`src/rtl/sdram_init_pkg.sv`:
```
package sdram_init_pkg;

  // Command encoding on {cs_n, ras_n, cas_n, we_n}
  typedef enum logic [3:0] {
    CMD_MRS = 4'b0000,
    CMD_REF = 4'b0001,
    CMD_PRE = 4'b0010,
    CMD_NOP = 4'b0111
  } sdram_cmd_e;

  typedef enum logic [2:0] {
    ST_STABLE,
    ST_PRE,
    ST_REF,
    ST_MRS,
    ST_GAP,
    ST_DONE,
    ST_HALT
  } init_state_e;

  localparam int BANK_W     = 2;
  localparam int MODE_BITS  = 13;
  localparam int AP_BIT     = 10;

  typedef struct packed {
    logic [2:0] burst_len;
    logic       burst_ilv;
    logic [2:0] cas_lat;
    logic       single_wr;
  } mode_cfg_t;

endpackage

```
`src/rtl/sdram_mode_word.sv`:
```
module sdram_mode_word
  import sdram_init_pkg::*;
#(
  parameter int ADDR_W = 13
) (
  input  mode_cfg_t         cfg,
  output logic [ADDR_W-1:0] word,
  output logic              legal
);

  logic lat_ok;
  logic len_ok;
  logic page_ok;

  always_comb begin
    lat_ok  = (cfg.cas_lat == 3'd2) || (cfg.cas_lat == 3'd3);
    len_ok  = (cfg.burst_len <= 3'd3) || (cfg.burst_len == 3'd7);
    page_ok = !((cfg.burst_len == 3'd7) && cfg.burst_ilv);
    legal   = lat_ok && len_ok && page_ok;
  end

  always_comb begin
    word      = '0;
    word[2:0] = cfg.burst_len;
    word[3]   = cfg.burst_ilv;
    word[6:4] = cfg.cas_lat;
    word[8:7] = 2'b00;
    word[9]   = cfg.single_wr;
  end

endmodule

```
`src/rtl/sdram_init_timer.sv`:
```
module sdram_init_timer #(
  parameter int CW      = 16,
  parameter int RST_VAL = 0
) (
  input  logic          clk,
  input  logic          rst,
  input  logic          load,
  input  logic [CW-1:0] load_val,
  output logic          zero
);

  logic [CW-1:0] cnt_q;

  always_ff @(posedge clk) begin
    if (rst)
      cnt_q <= CW'(RST_VAL);
    else if (load)
      cnt_q <= load_val;
    else if (cnt_q != '0)
      cnt_q <= cnt_q - 1'b1;
  end

  assign zero = (cnt_q == '0);

endmodule

```
`src/rtl/sdram_init_fsm.sv`:
```
module sdram_init_fsm
  import sdram_init_pkg::*;
#(
  parameter int REF_COUNT = 2,
  parameter bit MRS_FIRST = 1'b0,
  parameter int T_RP      = 2,
  parameter int T_RFC     = 7,
  parameter int T_MRD     = 2,
  parameter int CW        = 16
) (
  input  logic          clk,
  input  logic          rst,
  input  logic          tmr_zero,
  input  logic          cfg_legal,
  output init_state_e   state,
  output logic          tmr_load,
  output logic [CW-1:0] tmr_val
);

  localparam int RCW = $clog2(REF_COUNT + 1);

  init_state_e    state_q, state_d;
  logic [RCW-1:0] ref_q, ref_d;
  logic           mrs_q, mrs_d;

  always_ff @(posedge clk) begin
    if (rst) begin
      state_q <= ST_STABLE;
      ref_q   <= '0;
      mrs_q   <= 1'b0;
    end else begin
      state_q <= state_d;
      ref_q   <= ref_d;
      mrs_q   <= mrs_d;
    end
  end

  always_comb begin
    state_d  = state_q;
    ref_d    = ref_q;
    mrs_d    = mrs_q;
    tmr_load = 1'b0;
    tmr_val  = '0;
    unique case (state_q)
      ST_STABLE: if (tmr_zero) state_d = ST_PRE;
      ST_PRE: begin
        tmr_load = 1'b1;
        tmr_val  = CW'(T_RP - 1);
        state_d  = ST_GAP;
      end
      ST_REF: begin
        tmr_load = 1'b1;
        tmr_val  = CW'(T_RFC - 1);
        ref_d    = ref_q + 1'b1;
        state_d  = ST_GAP;
      end
      ST_MRS: begin
        tmr_load = 1'b1;
        tmr_val  = CW'(T_MRD - 1);
        mrs_d    = 1'b1;
        state_d  = ST_GAP;
      end
      ST_GAP: begin
        if (tmr_zero) begin
          if (!mrs_q && (MRS_FIRST || ref_q == RCW'(REF_COUNT)))
            state_d = cfg_legal ? ST_MRS : ST_HALT;
          else if (ref_q < RCW'(REF_COUNT))
            state_d = ST_REF;
          else
            state_d = ST_DONE;
        end
      end
      ST_DONE: state_d = ST_DONE;
      ST_HALT: state_d = ST_HALT;
      default: state_d = ST_HALT;
    endcase
  end

  assign state = state_q;

endmodule

```
`src/rtl/sdram_init_seq.sv`:
```
module sdram_init_seq
  import sdram_init_pkg::*;
#(
  parameter int CLK_MHZ   = 100,
  parameter int STABLE_US = 200,
  parameter int REF_COUNT = 2,
  parameter bit MRS_FIRST = 1'b0,
  parameter int T_RP      = 2,
  parameter int T_RFC     = 7,
  parameter int T_MRD     = 2,
  parameter int ADDR_W    = 13,
  parameter int DQM_W     = 2
) (
  input  logic              clk,
  input  logic              rst,
  input  logic [2:0]        cfg_burst_len,
  input  logic              cfg_burst_ilv,
  input  logic [2:0]        cfg_cas_lat,
  input  logic              cfg_single_wr,
  output logic              sd_cke,
  output logic              sd_cs_n,
  output logic              sd_ras_n,
  output logic              sd_cas_n,
  output logic              sd_we_n,
  output logic [DQM_W-1:0]  sd_dqm,
  output logic [ADDR_W-1:0] sd_addr,
  output logic [BANK_W-1:0] sd_ba,
  output logic              init_ready,
  output logic              cfg_error
);

  localparam int WAIT_CYC = CLK_MHZ * STABLE_US;
  localparam int GAP_MAX  = (T_RP > T_RFC) ? ((T_RP > T_MRD) ? T_RP : T_MRD)
                                           : ((T_RFC > T_MRD) ? T_RFC : T_MRD);
  localparam int CNT_MAX  = (WAIT_CYC > GAP_MAX) ? WAIT_CYC : GAP_MAX;
  localparam int CW       = $clog2(CNT_MAX + 1);

  generate
    if (REF_COUNT < 2) begin : g_bad_ref
      $error("REF_COUNT must be at least 2");
    end
    if (ADDR_W < MODE_BITS) begin : g_bad_addr
      $error("ADDR_W too narrow for the mode word");
    end
    if (WAIT_CYC < 1 || T_RP < 1 || T_RFC < 1 || T_MRD < 1) begin : g_bad_time
      $error("wait and recovery counts must be at least 1");
    end
  endgenerate

  mode_cfg_t         cfg;
  logic [ADDR_W-1:0] mode_word;
  logic              mode_legal;
  init_state_e       state;
  logic              tmr_load;
  logic [CW-1:0]     tmr_val;
  logic              tmr_zero;
  sdram_cmd_e        cmd;

  assign cfg = '{burst_len: cfg_burst_len, burst_ilv: cfg_burst_ilv,
                 cas_lat: cfg_cas_lat, single_wr: cfg_single_wr};

  sdram_mode_word #(.ADDR_W(ADDR_W)) u_mode (
    .cfg   (cfg),
    .word  (mode_word),
    .legal (mode_legal)
  );

  sdram_init_timer #(.CW(CW), .RST_VAL(WAIT_CYC - 1)) u_timer (
    .clk      (clk),
    .rst      (rst),
    .load     (tmr_load),
    .load_val (tmr_val),
    .zero     (tmr_zero)
  );

  sdram_init_fsm #(
    .REF_COUNT (REF_COUNT),
    .MRS_FIRST (MRS_FIRST),
    .T_RP      (T_RP),
    .T_RFC     (T_RFC),
    .T_MRD     (T_MRD),
    .CW        (CW)
  ) u_fsm (
    .clk       (clk),
    .rst       (rst),
    .tmr_zero  (tmr_zero),
    .cfg_legal (mode_legal),
    .state     (state),
    .tmr_load  (tmr_load),
    .tmr_val   (tmr_val)
  );

  always_comb begin
    cmd     = CMD_NOP;
    sd_addr = '0;
    unique case (state)
      ST_PRE: begin
        cmd             = CMD_PRE;
        sd_addr[AP_BIT] = 1'b1;
      end
      ST_REF: cmd = CMD_REF;
      ST_MRS: begin
        cmd     = CMD_MRS;
        sd_addr = mode_word;
      end
      default: cmd = CMD_NOP;
    endcase
  end

  assign {sd_cs_n, sd_ras_n, sd_cas_n, sd_we_n} = cmd;
  assign sd_cke     = 1'b1;
  assign sd_dqm     = '1;
  assign sd_ba      = '0;
  assign init_ready = (state == ST_DONE);
  assign cfg_error  = (state == ST_HALT);

endmodule

```
`config.mk`:
```
export PLATFORM = sky130hd
export DESIGN_NAME = sdram_init_seq
export DESIGN_NICKNAME = d
export VERILOG_FILES = /design/src/rtl/sdram_init_pkg.sv /design/src/rtl/sdram_mode_word.sv /design/src/rtl/sdram_init_timer.sv /design/src/rtl/sdram_init_fsm.sv /design/src/rtl/sdram_init_seq.sv
export SDC_FILE = /design/constraint.sdc
export NUM_CORES = 1
export LEC_CHECK = 0
export BUFFER_PORTS_ARGS = -buffer_cell sky130_fd_sc_hd__buf_4
export CAP_MARGIN = 20
export CORE_MARGIN = 4
export CORE_UTILIZATION = 61
export CTS_BUF_LIST = sky130_fd_sc_hd__clkbuf_8
export DETAILED_ROUTE_END_ITERATION = 10
export GPL_TIMING_DRIVEN = 0
export PLACE_DENSITY = 0.88
export SYNTH_ARGS = -nofsm -noshare
export SYNTH_HDL_FRONTEND = slang
export SYNTH_HIERARCHICAL = 1
export SYNTH_SLANG_ARGS = --single-unit
```
`constraint.sdc`:
```
create_clock -name clk -period 5.4 [get_ports clk]
set_input_delay 0.54 -clock clk [delete_from_list [all_inputs] [get_ports clk]]
set_output_delay 0.54 -clock clk [all_outputs]
set_load 0.01 [all_outputs]
```
# Yosys cells after proc, flatten, opt, wreduce, memory -nomap -nowiden
# Index checks and enable logic that the tools add are counted.
# op_classes
add_sub_neg	2
n_lt_le_gt_ge	2
eq_ne	12
mux	13
n_reduce_logical	15
# op_table
op	n
2-to-1 mux 15 bit	2
zero test 15 bit	1
2-to-1 mux 3 bit	5
nonzero test 15 bit	1
subtractor 15 x 1 -> 15 bit, second input constant	1
equality test 3 x 2 -> 1 bit, second input constant	4
equality test 3 bit, second input constant	4
case mux 3 bit (4 select lines)	1
2-to-1 mux 10 bit	1
case mux 3 bit (3 select lines)	1
case mux 3 bit (2 select lines)	1
logical AND 1 bit	4
inequality test 2 bit, second input constant	2
equality test 3 x 1 -> 1 bit, second input constant	1
<= comparator 3 x 2 -> 1 bit, second input constant	1
zero test 3 bit	1
OR reduction 3 bit	1
adder 2 x 1 -> 2 bit, second input constant	1
equality test 2 bit, second input constant	1
zero test 1 bit	2
logical OR 1 bit	2
less-than comparator 2 bit, second input constant	1
2-to-1 mux 1 bit	2
AND reduction 2 bit	1
other kinds (2)	2
# totals
register_bits	21
out_inout_bits	24
word_cells	48

# Longest topological paths before layout
# logic_depth
depth_word	8
mapped_depth	8
depth_no_buf	7

# Hierarchy
# Netlist, hierarchy kept.
# modules_own_cells
module	instances	cells_per_inst	area_each_um2	seq_area_each_um2
sdram_init_timer	1	110	878.3	300.3
sdram_init_fsm	1	45	377.9	120.1
sdram_init_seq	1	30	222.7	0.0
sdram_mode_word	1	17	120.1	0.0

# Worst setup path before layout
# No wires, ideal clock.
# synth_path
path_type	reg-to-reg
startpoint	register u_timer.cnt_q[0]
endpoint	register u_fsm.state_q[0], in the netlist u_fsm/state[0]
setup_ps	74
t_arrival_ps	1851
t_required_ps	5326
slack_ps	3475
path_stages_with_launch	9
n_path_buf	1
period_less_slack_ps	1925
path_cell_list	dfxtp_1 > inv_1 > ha_1 > nor4b_2 > and4_1 > buf_2 > nor2_1 > or4_1 > a31oi_1
# synth_via
elab_chain_len	3
word_cells_on_any_way	4
classes_between	2 x eq/ne; 2 x reduce/logical
# synth_lines
item	line	source
start, declared	sdram_init_timer.sv:12	logic [CW-1:0] cnt_q;
start signal, assigned	sdram_init_timer.sv:16	cnt_q <= CW'(RST_VAL);
start signal, assigned	sdram_init_timer.sv:18	cnt_q <= load_val;
start signal, assigned	sdram_init_timer.sv:20	cnt_q <= cnt_q - 1'b1;
zero test 15 bit (*)	sdram_init_timer.sv:23	assign zero = (cnt_q == '0);
named net tmr_zero	sdram_init_seq.sv:56	logic tmr_zero;
inequality test 2 bit (no line)	n/a	
AND reduction 2 bit (no line) (*)	n/a	
end signal, assigned	sdram_init_fsm.sv:32	state_q <= state_d;
end, declared	sdram_init_fsm.sv:22	init_state_e state_q, state_d;
# The timed path passes the listed nets; every way through them passes the cells marked *.
# A chain may end at the register's enable or synchronous reset.

# Final worst setup path
# Ends and elaborated chain as after synthesis.

==> impl_metrics.ini <==
[power]
combPwrFrac_pct = 12.5
power.density_mw_per_mm2 = 158
power_w = 0.000303
seq_power_share_pct = 52.3
ir_worst_vdd_uv = 176
p_leak_nw = 0.827
sw_frac_of_total_pct = 23.5
intPower_w = 0.000232
pwr-share-clk_pct = 35.2
p_sw_w = 0.0000714

[synthesis]
synth-seq-cells = 21
netlist_area_mm2 = 0.00160
synth-seq-area-share_pct = 26.3
syn_area_per_cell_um2 = 7.92
synth_top_flop_cell = dfxtp_1
async_reset_ff_share_pct = 0
yosys_warnings = 6
synth_cells = 202
synth.distinct_cells = 50
synth-edff-count = 0

[sta]
tns_ns = 0
fin_crit_sh_pct = 41.2
finalClockSkew_ns = 0.00913
slew-limit-headroom_pct = 65.7
finalMaxSlewViolations = 0
setup_viol = 0
rsz0062_at_grt = false
min_period_ns = 2.23
tightest_slew_ns = 0.510
worst_slack_ns = 3.17
whs_ns = 0.522
hold_viol = 0
max_freq_ghz = 0.449

[clock_tree]
ctsResizeCount = 0
cts_hold_buf = 0
htree_levels = 1
cts.path.max_buffers = 2
postCtsSetupBuffers = 0
clkSinkCount = 21
cts_tree = yes
cts_buffers = 3
path_clk_slew_ns = 0.09
root_buffer = clkbuf_8
insertion_delay_ns = 0.27

[drt]
routed_wl_mm = 3.19
wire_per_inst_um = 11.5
drt_iter0_markers = 68
ant_nets = 0
route.detailed.drc = 0
num_vias = 1433
viasPerCell = 5.19
first_pass_iters = 4

[global_route]
grt_max_degree = 14
grt_pass1_vias = 1269
grt_pass1_wl_mm = 5.26
grtUsageTotal_pct = 19.1
grt_overflow = 0
antenna_found_initial = 0

[setup_path]
critPathArrivalTime_ns = 2.43
critPathMaxFanout = 9
crit_type = flop to flop
cp-start-kind = flop
worstSetupEndpointType = flop
slowest_stage = nor4b_2
max_stage_delay_ns = 0.43
worstPathRequired_ns = 5.60
crit_chain = inv_1, ha_1, nor4b_2, and4_1, buf_2, nor2_1, or4_1, a31oi_1

[floorplanning]
row_count = 18
core_area_mm2 = 0.00250
io_pins = 34
start_util_pct = 64.0
die_w_um = 59.2
die-area_mm2 = 0.00350
die_height_um = 59.2

[place]
hpwlAfterDp_mm = 2.38
routabilityCongestion = 0.864
io_buffers = 21
pre_cts_ws_ns = 3.26

[cells_and_area]
area_growth_pct = 19.7
antennaDiodeCount = 0
layout_common_cells = buf_4 (53), conb_1 (23), dfxtp_1 (21)
fillCellCount = 198
fin_util_pct = 76.6
regArea_um2 = 420
drive_above_1_share_pct = 31.3
multi_input_area_um2 = 945
final_common_cell = buf_4
final_nets = 259

[worst_hold_path]
hp-class = flop to flop

[run]
drv_cap = 0

[outcome]
status = finished clean
metal layers:
metal,routed length (µm),track usage (%),vias to the layer above
met3,258,2.83,7
met2,1430,33.9,61
met5,0,0,-
met1,1460,22.5,619
li1,-,-,746
met4,42,8.09,0
path summary, 6_finish.rpt:
kind / from / endpoint / slack, ns / cells after the start
worst max register to register: u_timer/cnt_q[0] / u_fsm/state[0] / 3.17 / 8
worst min-delay path: u_fsm/mrs_q / u_fsm/mrs_q / 0.52 / 2
worst min register to register: u_fsm/mrs_q / u_fsm/mrs_q / 0.52 / 2
worst max-delay path: u_timer/cnt_q[0] / u_fsm/state[0] / 3.17 / 8
flip-flops by register name, summed over array words and instances (netlist names):
name / cells
u_fsm/ref_q: 2
u_fsm/state: 3
u_fsm/mrs_q: 1
u_timer/cnt_q: 15
metrics by stage:
stage	instances	instance area, µm²
after global placement	272	1870
after global routing	276	1910
after floorplan	221	1670
final	276	1910
after CTS	276	1910
after detailed placement	272	1870
worst max-delay path, delay by kind of cell, from the launching register on:
kind                     cells  cell delay [ns]
AND/OR/NAND/NOR              4             1.16
flip-flops                   1             0.33
buffers and inverters        2             0.30
adder cells (fa/ha/maj)      1             0.22
AO/OA/AOI/OAI                1             0.14
synthesized netlist by cell type (3+ instances only):
| cell | count | area (µm²) |
|---|---|---|
| conb_1 | 4 | 15.0 |
| and2_4 | 10 | 87.6 |
| nand2b_1 | 6 | 37.5 |
| xnor2_1 | 3 | 26.3 |
| inv_1 | 10 | 37.5 |
| or4_1 | 4 | 30.0 |
| dfxtp_1 | 21 | 420 |
| nor3_1 | 6 | 30.0 |
| nand2_1 | 5 | 18.8 |
| o21ai_0 | 10 | 50.1 |
| buf_4 | 32 | 240 |
| clkbuf_1 | 3 | 11.3 |
| nor2_1 | 17 | 63.8 |
| a21oi_1 | 12 | 60.1 |
| or3_1 | 5 | 31.3 |
| o31ai_1 | 3 | 22.5 |
| a31oi_1 | 4 | 25.0 |
| nand3_1 | 5 | 25.0 |
cells by family after synthesis:
family,count (synthesis),synth area share [%]
buffers and inverters,47,19.1
AO/OA/AOI/OAI,47,19.2
multiplexers,3,1.96
flip-flops,21,26.3
other,4,0.939
adder cells (fa/ha/maj),2,1.56
XOR/XNOR,3,1.64
AND/OR/NAND/NOR,75,29.3
power by group through the flow:
stage / logic, W / registers (W) / clock network [W]
3_5_place_dp: 0.0000371 / 0.000162 / 0
3_3_place_gp: 0.0000360 / 0.000162 / 0
4_1_cts: 0.0000373 / 0.000159 / 0.000110
5_1_grt: 0.0000424 / 0.000159 / 0.000114
6_report: 0.0000379 / 0.000159 / 0.000107
2_1_floorplan: 0.0000291 / 0.000162 / 0
area by class of cell:
type	instances	area share (%)
plain buffers	37	14.0
clock buffers	3	2.16
clock inverters	1	0.392
inverters	10	1.96
multi-input cells	153	49.3
flip-flops and latches	21	22.0
well taps	30	1.96
repair buffers	21	8.24
Power figures use the tool's default switching activity.
